$ cat src/rtl/fpu_stat_pkg.sv
package fpu_stat_pkg;

   localparam int unsigned FS_W    = 32;
   localparam int unsigned FS_IDX  = 5;
   localparam int unsigned RM_W    = 2;
   localparam int unsigned N_INV   = 9;
   localparam int unsigned N_PAIR  = 5;

   typedef logic [FS_W-1:0] fs_word_t;

   // bit numbers, counted from the most significant end
   localparam int unsigned B_SEEN    = 0;
   localparam int unsigned B_EN_SUM  = 1;
   localparam int unsigned B_INV_SUM = 2;
   localparam int unsigned B_RSV     = 20;
   localparam int unsigned B_RM_HI   = 30;
   localparam int unsigned B_RM_LO   = 31;

   localparam int unsigned INV_BITS  [N_INV]  = '{7, 8, 9, 10, 11, 12, 21, 22, 23};
   localparam int unsigned PAIR_FLAG [N_PAIR] = '{2, 3, 4, 5, 6};
   localparam int unsigned PAIR_EN   [N_PAIR] = '{24, 25, 26, 27, 28};

   function automatic int unsigned wpos(input int unsigned n);
      return FS_W - 1 - n;
   endfunction

   function automatic fs_word_t one_bit(input int unsigned n);
      fs_word_t m;
      m = '0;
      m[wpos(n)] = 1'b1;
      return m;
   endfunction

   function automatic fs_word_t build_inv_mask();
      fs_word_t m;
      m = '0;
      for (int k = 0; k < N_INV; k++) m[wpos(INV_BITS[k])] = 1'b1;
      return m;
   endfunction

   function automatic fs_word_t build_sticky_mask();
      fs_word_t m;
      m = build_inv_mask();
      for (int k = 1; k < N_PAIR; k++) m[wpos(PAIR_FLAG[k])] = 1'b1;
      return m;
   endfunction

   localparam fs_word_t INV_MASK    = build_inv_mask();
   localparam fs_word_t STICKY_MASK = build_sticky_mask();
   localparam fs_word_t SEEN_BIT    = one_bit(B_SEEN);
   localparam fs_word_t KEEP_MASK   = ~(one_bit(B_EN_SUM) | one_bit(B_INV_SUM) | one_bit(B_RSV));

endpackage

$ cat src/rtl/fpu_stat_summ.sv
module fpu_stat_summ
   import fpu_stat_pkg::*;
#(
   parameter int unsigned PAIRS = N_PAIR
) (
   input  fs_word_t flags,
   output logic     inv_any,
   output logic     en_any
);

   logic [PAIRS-1:0] term;

   assign inv_any = |(flags & INV_MASK);

   generate
      for (genvar k = 0; k < PAIRS; k++) begin : g_pair
         if (PAIR_FLAG[k] == B_INV_SUM) begin : g_from_sum
            assign term[k] = inv_any & flags[wpos(PAIR_EN[k])];
         end else begin : g_from_flag
            assign term[k] = flags[wpos(PAIR_FLAG[k])] & flags[wpos(PAIR_EN[k])];
         end
      end
   endgenerate

   assign en_any = |term;

endmodule

$ cat src/rtl/fpu_stat_next.sv
module fpu_stat_next
   import fpu_stat_pkg::*;
#(
   parameter int unsigned REG_W = FS_W,
   parameter int unsigned IDX_W = FS_IDX
) (
   input  fs_word_t         cur,
   input  logic             wr_en,
   input  fs_word_t         wr_data,
   input  logic             set_en,
   input  logic             clr_en,
   input  logic [IDX_W-1:0] bit_idx,
   input  logic             evt_en,
   input  fs_word_t         evt_flags,
   output fs_word_t         nxt
);

   fs_word_t sw_val;
   fs_word_t ev_val;
   fs_word_t rise;

   generate
      for (genvar w = 0; w < REG_W; w++) begin : g_bit
         localparam int unsigned BNUM = REG_W - 1 - w;
         logic hit;
         assign hit       = (bit_idx == IDX_W'(BNUM));
         assign sw_val[w] = wr_en           ? wr_data[w] :
                            (hit && clr_en) ? 1'b0       :
                            (hit && set_en) ? 1'b1       : cur[w];
      end
   endgenerate

   assign ev_val = (sw_val & KEEP_MASK) | (evt_en ? (evt_flags & STICKY_MASK) : '0);
   assign rise   = ev_val & ~cur & STICKY_MASK;
   assign nxt    = ev_val | ((|rise) ? SEEN_BIT : '0);

endmodule

$ cat src/rtl/fpu_stat_reg.sv
module fpu_stat_reg
   import fpu_stat_pkg::*;
#(
   parameter int unsigned REG_W = 32,
   parameter int unsigned IDX_W = 5
) (
   input  logic             clk,
   input  logic             rst_n,
   input  logic             wr_en,
   input  logic [REG_W-1:0] wr_data,
   input  logic             set_en,
   input  logic             clr_en,
   input  logic [IDX_W-1:0] bit_idx,
   input  logic             evt_en,
   input  logic [REG_W-1:0] evt_flags,
   output logic [REG_W-1:0] stat_word,
   output logic [RM_W-1:0]  rmode,
   output logic             exc_irq
);

   generate
      if (REG_W != FS_W) begin : g_bad_width
         $error("fpu_stat_reg: REG_W must match the package word width");
      end
      if ((1 << IDX_W) != REG_W) begin : g_bad_index
         $error("fpu_stat_reg: IDX_W must address every bit of the word");
      end
   endgenerate

   fs_word_t q;
   fs_word_t nxt;
   logic     inv_any;
   logic     en_any;

   fpu_stat_next #(.REG_W(REG_W), .IDX_W(IDX_W)) u_next (
      .cur       (q),
      .wr_en     (wr_en),
      .wr_data   (wr_data),
      .set_en    (set_en),
      .clr_en    (clr_en),
      .bit_idx   (bit_idx),
      .evt_en    (evt_en),
      .evt_flags (evt_flags),
      .nxt       (nxt)
   );

   always_ff @(posedge clk or negedge rst_n) begin
      if (!rst_n) q <= '0;
      else        q <= nxt;
   end

   fpu_stat_summ #(.PAIRS(N_PAIR)) u_summ (
      .flags   (q),
      .inv_any (inv_any),
      .en_any  (en_any)
   );

   always_comb begin
      stat_word                   = q;
      stat_word[wpos(B_INV_SUM)]  = inv_any;
      stat_word[wpos(B_EN_SUM)]   = en_any;
   end

   assign rmode   = {q[wpos(B_RM_HI)], q[wpos(B_RM_LO)]};
   assign exc_irq = en_any;


   seen_only_sw_clear_chk: assert property (@(posedge clk) disable iff (!rst_n)
      $fell(q[wpos(B_SEEN)]) |-> $past(wr_en || clr_en));


   evt_sticky_chk: assert property (@(posedge clk) disable iff (!rst_n)
      evt_en |=> ((q & $past(evt_flags) & STICKY_MASK) == ($past(evt_flags) & STICKY_MASK)));


   wr_plain_bits_chk: assert property (@(posedge clk) disable iff (!rst_n)
      wr_en |=> ((q & KEEP_MASK & ~STICKY_MASK & ~SEEN_BIT) ==
                 ($past(wr_data) & KEEP_MASK & ~STICKY_MASK & ~SEEN_BIT)));


   clr_wins_chk: assert property (@(posedge clk) disable iff (!rst_n)
      (clr_en && !wr_en && !evt_en) |=> !q[REG_W - 1 - int'($past(bit_idx))]);


   rmode_hold_chk: assert property (@(posedge clk) disable iff (!rst_n)
      (!wr_en && !((set_en || clr_en) && (int'(bit_idx) >= int'(B_RM_HI)))) |=> $stable(rmode));


   inv_sum_not_settable_chk: assert property (@(posedge clk) disable iff (!rst_n)
      (set_en && !wr_en && !clr_en && !evt_en && (int'(bit_idx) == int'(B_INV_SUM)) &&
       ((q & INV_MASK) == '0)) |=> !stat_word[wpos(B_INV_SUM)]);

endmodule

$ cat config.mk
export PLATFORM = sky130hd
export DESIGN_NAME = fpu_stat_reg
export DESIGN_NICKNAME = d
export VERILOG_FILES = /design/src/rtl/fpu_stat_pkg.sv /design/src/rtl/fpu_stat_summ.sv /design/src/rtl/fpu_stat_next.sv /design/src/rtl/fpu_stat_reg.sv
export SDC_FILE = /design/constraint.sdc
export NUM_CORES = 1
export LEC_CHECK = 0
export ABC_AREA = 1
export BUFFER_PORTS_ARGS = -buffer_cell sky130_fd_sc_hd__buf_4
export CORE_ASPECT_RATIO = 0.7
export CORE_MARGIN = 2
export CORE_UTILIZATION = 25
export DETAILED_ROUTE_END_ITERATION = 16
export GPL_TIMING_DRIVEN = 0
export HOLD_SLACK_MARGIN = 0.06
export SLEW_MARGIN = 20
export SYNTH_ARGS = -nofsm -noshare
export SYNTH_HDL_FRONTEND = slang
export SYNTH_SLANG_ARGS = --single-unit
export TNS_END_PERCENT = 50
$ cat constraint.sdc
create_clock -name clk -period 1.61 [get_ports clk]
set_clock_uncertainty 0.1 [all_clocks]
set_input_delay 0.0805 -clock clk [delete_from_list [all_inputs] [get_ports clk]]
set_output_delay 0.0805 -clock clk [all_outputs]
set_load 0.02 [all_outputs]
* Word level (Yosys, flattened, before mapping) *
Cells that the tools add are included.

word-level totals
  register bits after elaboration = 32
  bits of input ports = 75
  output and inout port bits = 35
  word-level logic and storage cells = 189

operators by class
  equality and inequality tests = 28
  multiplexer cells = 89
  bitwise gates (word level) = 9
  reductions and logical operators = 62

operators with widths
  cell                                                  count
  2-to-1 mux 1 bit                                      87
  equality test 5 bit (second input constant)           15
  logical AND 1 bit                                     58
  equality test 5 x 4 -> 1 bit (second input constant)  8
  2-to-1 mux 32 bit                                     1
  OR 32 x 29 -> 32 bit                                  1
  OR 32 bit                                             1
  bitwise AND 29 bit                                    1
  2-to-1 mux 29 bit                                     1
  NOT 29 bit                                            1
  equality test 5 x 3 -> 1 bit (second input constant)  4
  OR reduction 13 bit                                   1
  OR reduction 9 bit                                    1
  bitwise AND 1 bit                                     5
  equality test 5 x 2 -> 1 bit (second input constant)  1
  zero test 5 bit                                       1
  OR reduction 5 bit                                    1

* Longest topological paths before layout *
  word-level depth = 10
  gate-level depth with buffers = 14
  mapped depth without buffers = 14

* Cells and area by module *
From an unflattened synthesis, not the netlist that was laid out.

unflattened totals
  cell total of the unflattened synthesis = 353
  area, all modules = 2394.8 µm²

by module, submodules not included
  module         times used  cells each  area each (µm²)  sequential area each (µm²)
  fpu_stat_next  1           271         1268.7           0.0
  fpu_stat_reg   1           66          1056.0           800.8
  fpu_stat_summ  1           16          70.1             0.0

* Worst setup path before layout *
Ideal clock, no wire load.

  path kind = register to output
  from = register q[19]
  to = output port stat_word[30]
  arrival = 1500 ps
  required time = 1429 ps
  path slack = -71 ps
  stages on the path, launching flop included = 6
  path buffers = 1
  path through = dfrtp_1 -> nor4_1 -> nand3_1 -> a22oi_1 -> nand4_1 -> buf_4

between the ends
  cells in the longest elaborated chain, start to end = 3

RTL lines
  item                    RTL line             text
  start, declared         fpu_stat_reg.sv:30   fs_word_t q;
  start signal, assigned  fpu_stat_reg.sv:49   else q <= nxt;
  OR reduction 9 bit      fpu_stat_summ.sv:13  assign inv_any = |(flags & INV_MASK);
  via inv_any             fpu_stat_reg.sv:32   logic inv_any;
  bitwise AND 1 bit       fpu_stat_summ.sv:18  assign term[k] = inv_any & flags[wpos(PAIR_EN[k])];
  OR reduction 5 bit      fpu_stat_summ.sv:25  assign en_any = |term;
  end, declared           fpu_stat_reg.sv:16   output logic [REG_W-1:0] stat_word,

The timed path passes the listed nets, and every way through them passes these cells.

* Worst setup path in the final report *
Same ends and word-level chain as after synthesis.

==> results.json <==
{
  "endpoint_kind": "output pin",
  "diodes": 0,
  "nets": 505,
  "final-hold-violation-count": 0,
  "first_iter_violations": 162,
  "grt_pass1_wl_um": 12000,
  "cts_tree": "yes",
  "run_status": "finished, violations left",
  "tightest_slew_ps": 602,
  "syn2layout_area_growth_pct": 62.0,
  "wl_met2_um": 2990,
  "route.met3.wl_um": 618,
  "routed_via_density": 4.59,
  "drv_slew": 0,
  "gp_congestion": 0.892,
  "dieHeight_um": 79.5,
  "yosysMostFrequentCell": "nand2_1",
  "gr-total-overflow": 0,
  "total_power_mw": 2.54,
  "yosys.area.top_type": "dfrtp_1",
  "crit_fanout": 2,
  "maxCapViolCount": 0,
  "placed_area_sq_mm": 0.00280,
  "largest_reg_flops": 29,
  "power_leakage_nw": 1.72,
  "drt_wl_total_um": 7240,
  "worstReg2RegEnd": "q[24]",
  "rows": 27,
  "postLayoutCellArea_sq_mm": 0.00330,
  "synth_area_sq_mm": 0.00204,
  "finalCriticalPeriod_ps": 1930,
  "ant_nets": 0,
  "arrival_ps": 1750,
  "wirelength_met1_um": 3560,
  "reg2reg_depth": 5,
  "finalSetupViolations": 3,
  "timing.rr.start": "q[24]",
  "r2r_setup_slack_ps": 150,
  "dp_hpwl_um": 5560,
  "hold_end": "q[31]",
  "ys_ff_latch": 29,
  "clkLatencyLatePin_ps": 270,
  "core_sq_mm": 0.00787,
  "ir_worst_vdd_uv": 393,
  "synth_top_area_share_pct": 35.6,
  "layout-drive-gt1-share_pct": 29.5,
  "yosysWarnings": 0,
  "synth_flop_cell": "dfrtp_1",
  "rsz0062_at_grt": "true",
  "initial_core_util_pct": 25.9,
  "htree_levels": 2,
  "clk_pin_slew_ps": 50,
  "synthTopCellsByArea": "dfrtp_1 (36%), nand2_1 (18%), nand3_1 (12%)",
  "reg_top3": "q: 29 flops",
  "setup_slack_ps": -324,
  "fmax_mhz": 517,
  "syn_nets": 382,
  "post_synth_and_or_nand_nor_area_fraction_pct": 36.2,
  "antenna_found_initial": 0,
  "cp-start-kind": "flop",
  "synthArstFlopShare_pct": 100,
  "dieArea_sq_mm": 0.00890,
  "synth_edf_count": 0,
  "top_register": "q",
  "hold_path_class": "in2reg",
  "grt_util_all_layers_pct": 17.2,
  "io_pins": 110,
  "synth_cells": 307,
  "cts_root_buffer": "clkbuf_16",
  "n_fill_cell": 856,
  "min_from": "wr_data[31]",
  "p_per_area_mw_per_mm2": 770,
  "synth_top_family_by_area": "simple AND/OR/NAND/NOR gates",
  "cts_buffer_depth": 2,
  "dr.pass1.iters": 4,
  "slew_headroom_pct": 59.9,
  "wire_per_inst_um": 13.6,
  "clock-sinks": 29,
  "io_buffer_count": 84,
  "synth_xor_area_share_pct": 0,
  "die_w_um": 112,
  "min_path_cells": 5,
  "synth_common_cells": "nand2_1 (95), nand3_1 (49), inv_1 (44), dfrtp_1 (29), nor2_1 (17)",
  "synth_fa_ha_area_share_pct": 0,
  "criticalPathCategory": "reg2out",
  "dr.max_layer_used": "met4",
  "synth_compound_area_share_pct": 14.6,
  "regArea_sq_um": 731,
  "grt_max_degree": 30,
  "via_count": 2444,
  "multi_input_area_sq_mm": 0.00108,
  "grt_pass1_vias": 2460,
  "synth_area_per_cell_sq_um": 6.64,
  "cts_buffers": 5,
  "min_period_over_period_pct": 120,
  "failed_checks": "setup timing",
  "drc": 0,
  "ys_seq_area_share_pct": 35.6,
  "crit_required_ps": 1430,
  "synthMuxAreaShare_pct": 0,
  "yosysUniqueCellTypes": 25
}
## routing by layer
metal / track usage, % / vias up
li1: - / 1244
met1: 25.0 / 1104
met2: 25.9 / 89
met3: 3.64 / 7
met4: 4.07 / 0
met5: 0 / -
## repair_timing
action / CTS / global route
setup buffers: 2 / 0
hold endpoints to repair: 54 / 0
setup endpoints to repair: 3 / 5
pin swaps: 4 / 2
resized for setup: 6 / 3
hold buffers: 30 / 0
## worst max-delay path, stage by stage, from the launching register on
cell	delay (ps)
dfrtp_2	420
nor4_4	310
nand3_2	150
a22oi_2	170
nand4_1	150
buf_4	160
buf_6	120
## layout make-up
type                    instances  share of cell area, %
well taps                     101                   3.83
clock inverters                 2                  0.303
inverters                      45                   5.12
multi-input cells             215                   32.7
flip-flops and latches         29                   22.1
clock buffers                   6                   3.91
plain buffers                  18                   3.15
repair buffers                116                   28.9
## worst max path at each step
stage	startpoint	endpoint	cells after the start
4_1_cts	q[19]	stat_word[30]	6
3_3_place_gp	q[8]	stat_word[30]	6
5_1_grt	q[19]	stat_word[30]	6
6_report	q[19]	stat_word[30]	6
2_1_floorplan	q[8]	stat_word[30]	5
3_5_place_dp	q[8]	stat_word[30]	6
## stage by stage
step / cells / setup TNS [ps] / util [%] / setup slack (ps) / hold slack, ps
floorplan: 307 / -63.3 / - / -63.3 / -315
global placement: 492 / -437 / 35.6 / -276 / -59.9
detailed placement: 492 / -441 / 35.6 / -278 / -55.0
CTS: 532 / -778 / 41.8 / -362 / 60.0
global route: 532 / -1010 / 41.9 / -452 / 65.9
finish: 532 / -694 / 41.9 / -324 / 59.4
## placed cells by master (no fill, tap or decap)
cell and count:
buf_4 92, conb_1 1, clkinv_2 2, a22oi_2 1
nand3_1 48, inv_1 43, dlymetal6s4s_1 1, clkbuf_16 5
dfrtp_1 25, o21bai_1 1, a31oi_1 2, a21oi_1 6
clkbuf_1 3, buf_6 1, buf_1 1, o211ai_1 1
a31o_2 5, inv_2 1, o221ai_1 1, o21ai_0 11
nand2_1 95, clkinv_1 1, a22o_1 12, nor2_1 17
o22ai_1 3, buf_2 8, nor2_2 3, nor2_4 2
dlygate4sd3_1 29, dfrtp_2 4, nor4_4 2, nand3_2 1
nand4_1 3
## where the power goes
part / total (mW) / switching [mW] / internal, mW
combinational: 0.796 / 0.422 / 0.374
sequential: 0.867 / 0.0666 / 0.801
clock: 0.876 / 0.310 / 0.566
total: 2.54 / 0.798 / 1.74
## kinds of logic (layout without fill, tap and decap cells)
logic type      Yosys count  in the layout
simple gates            171            171
buf+inv                  63            187
flops                    29             29
other cells               1              1
compound gates           43             43
No activity file was read; power rests on OpenSTA's default activity.
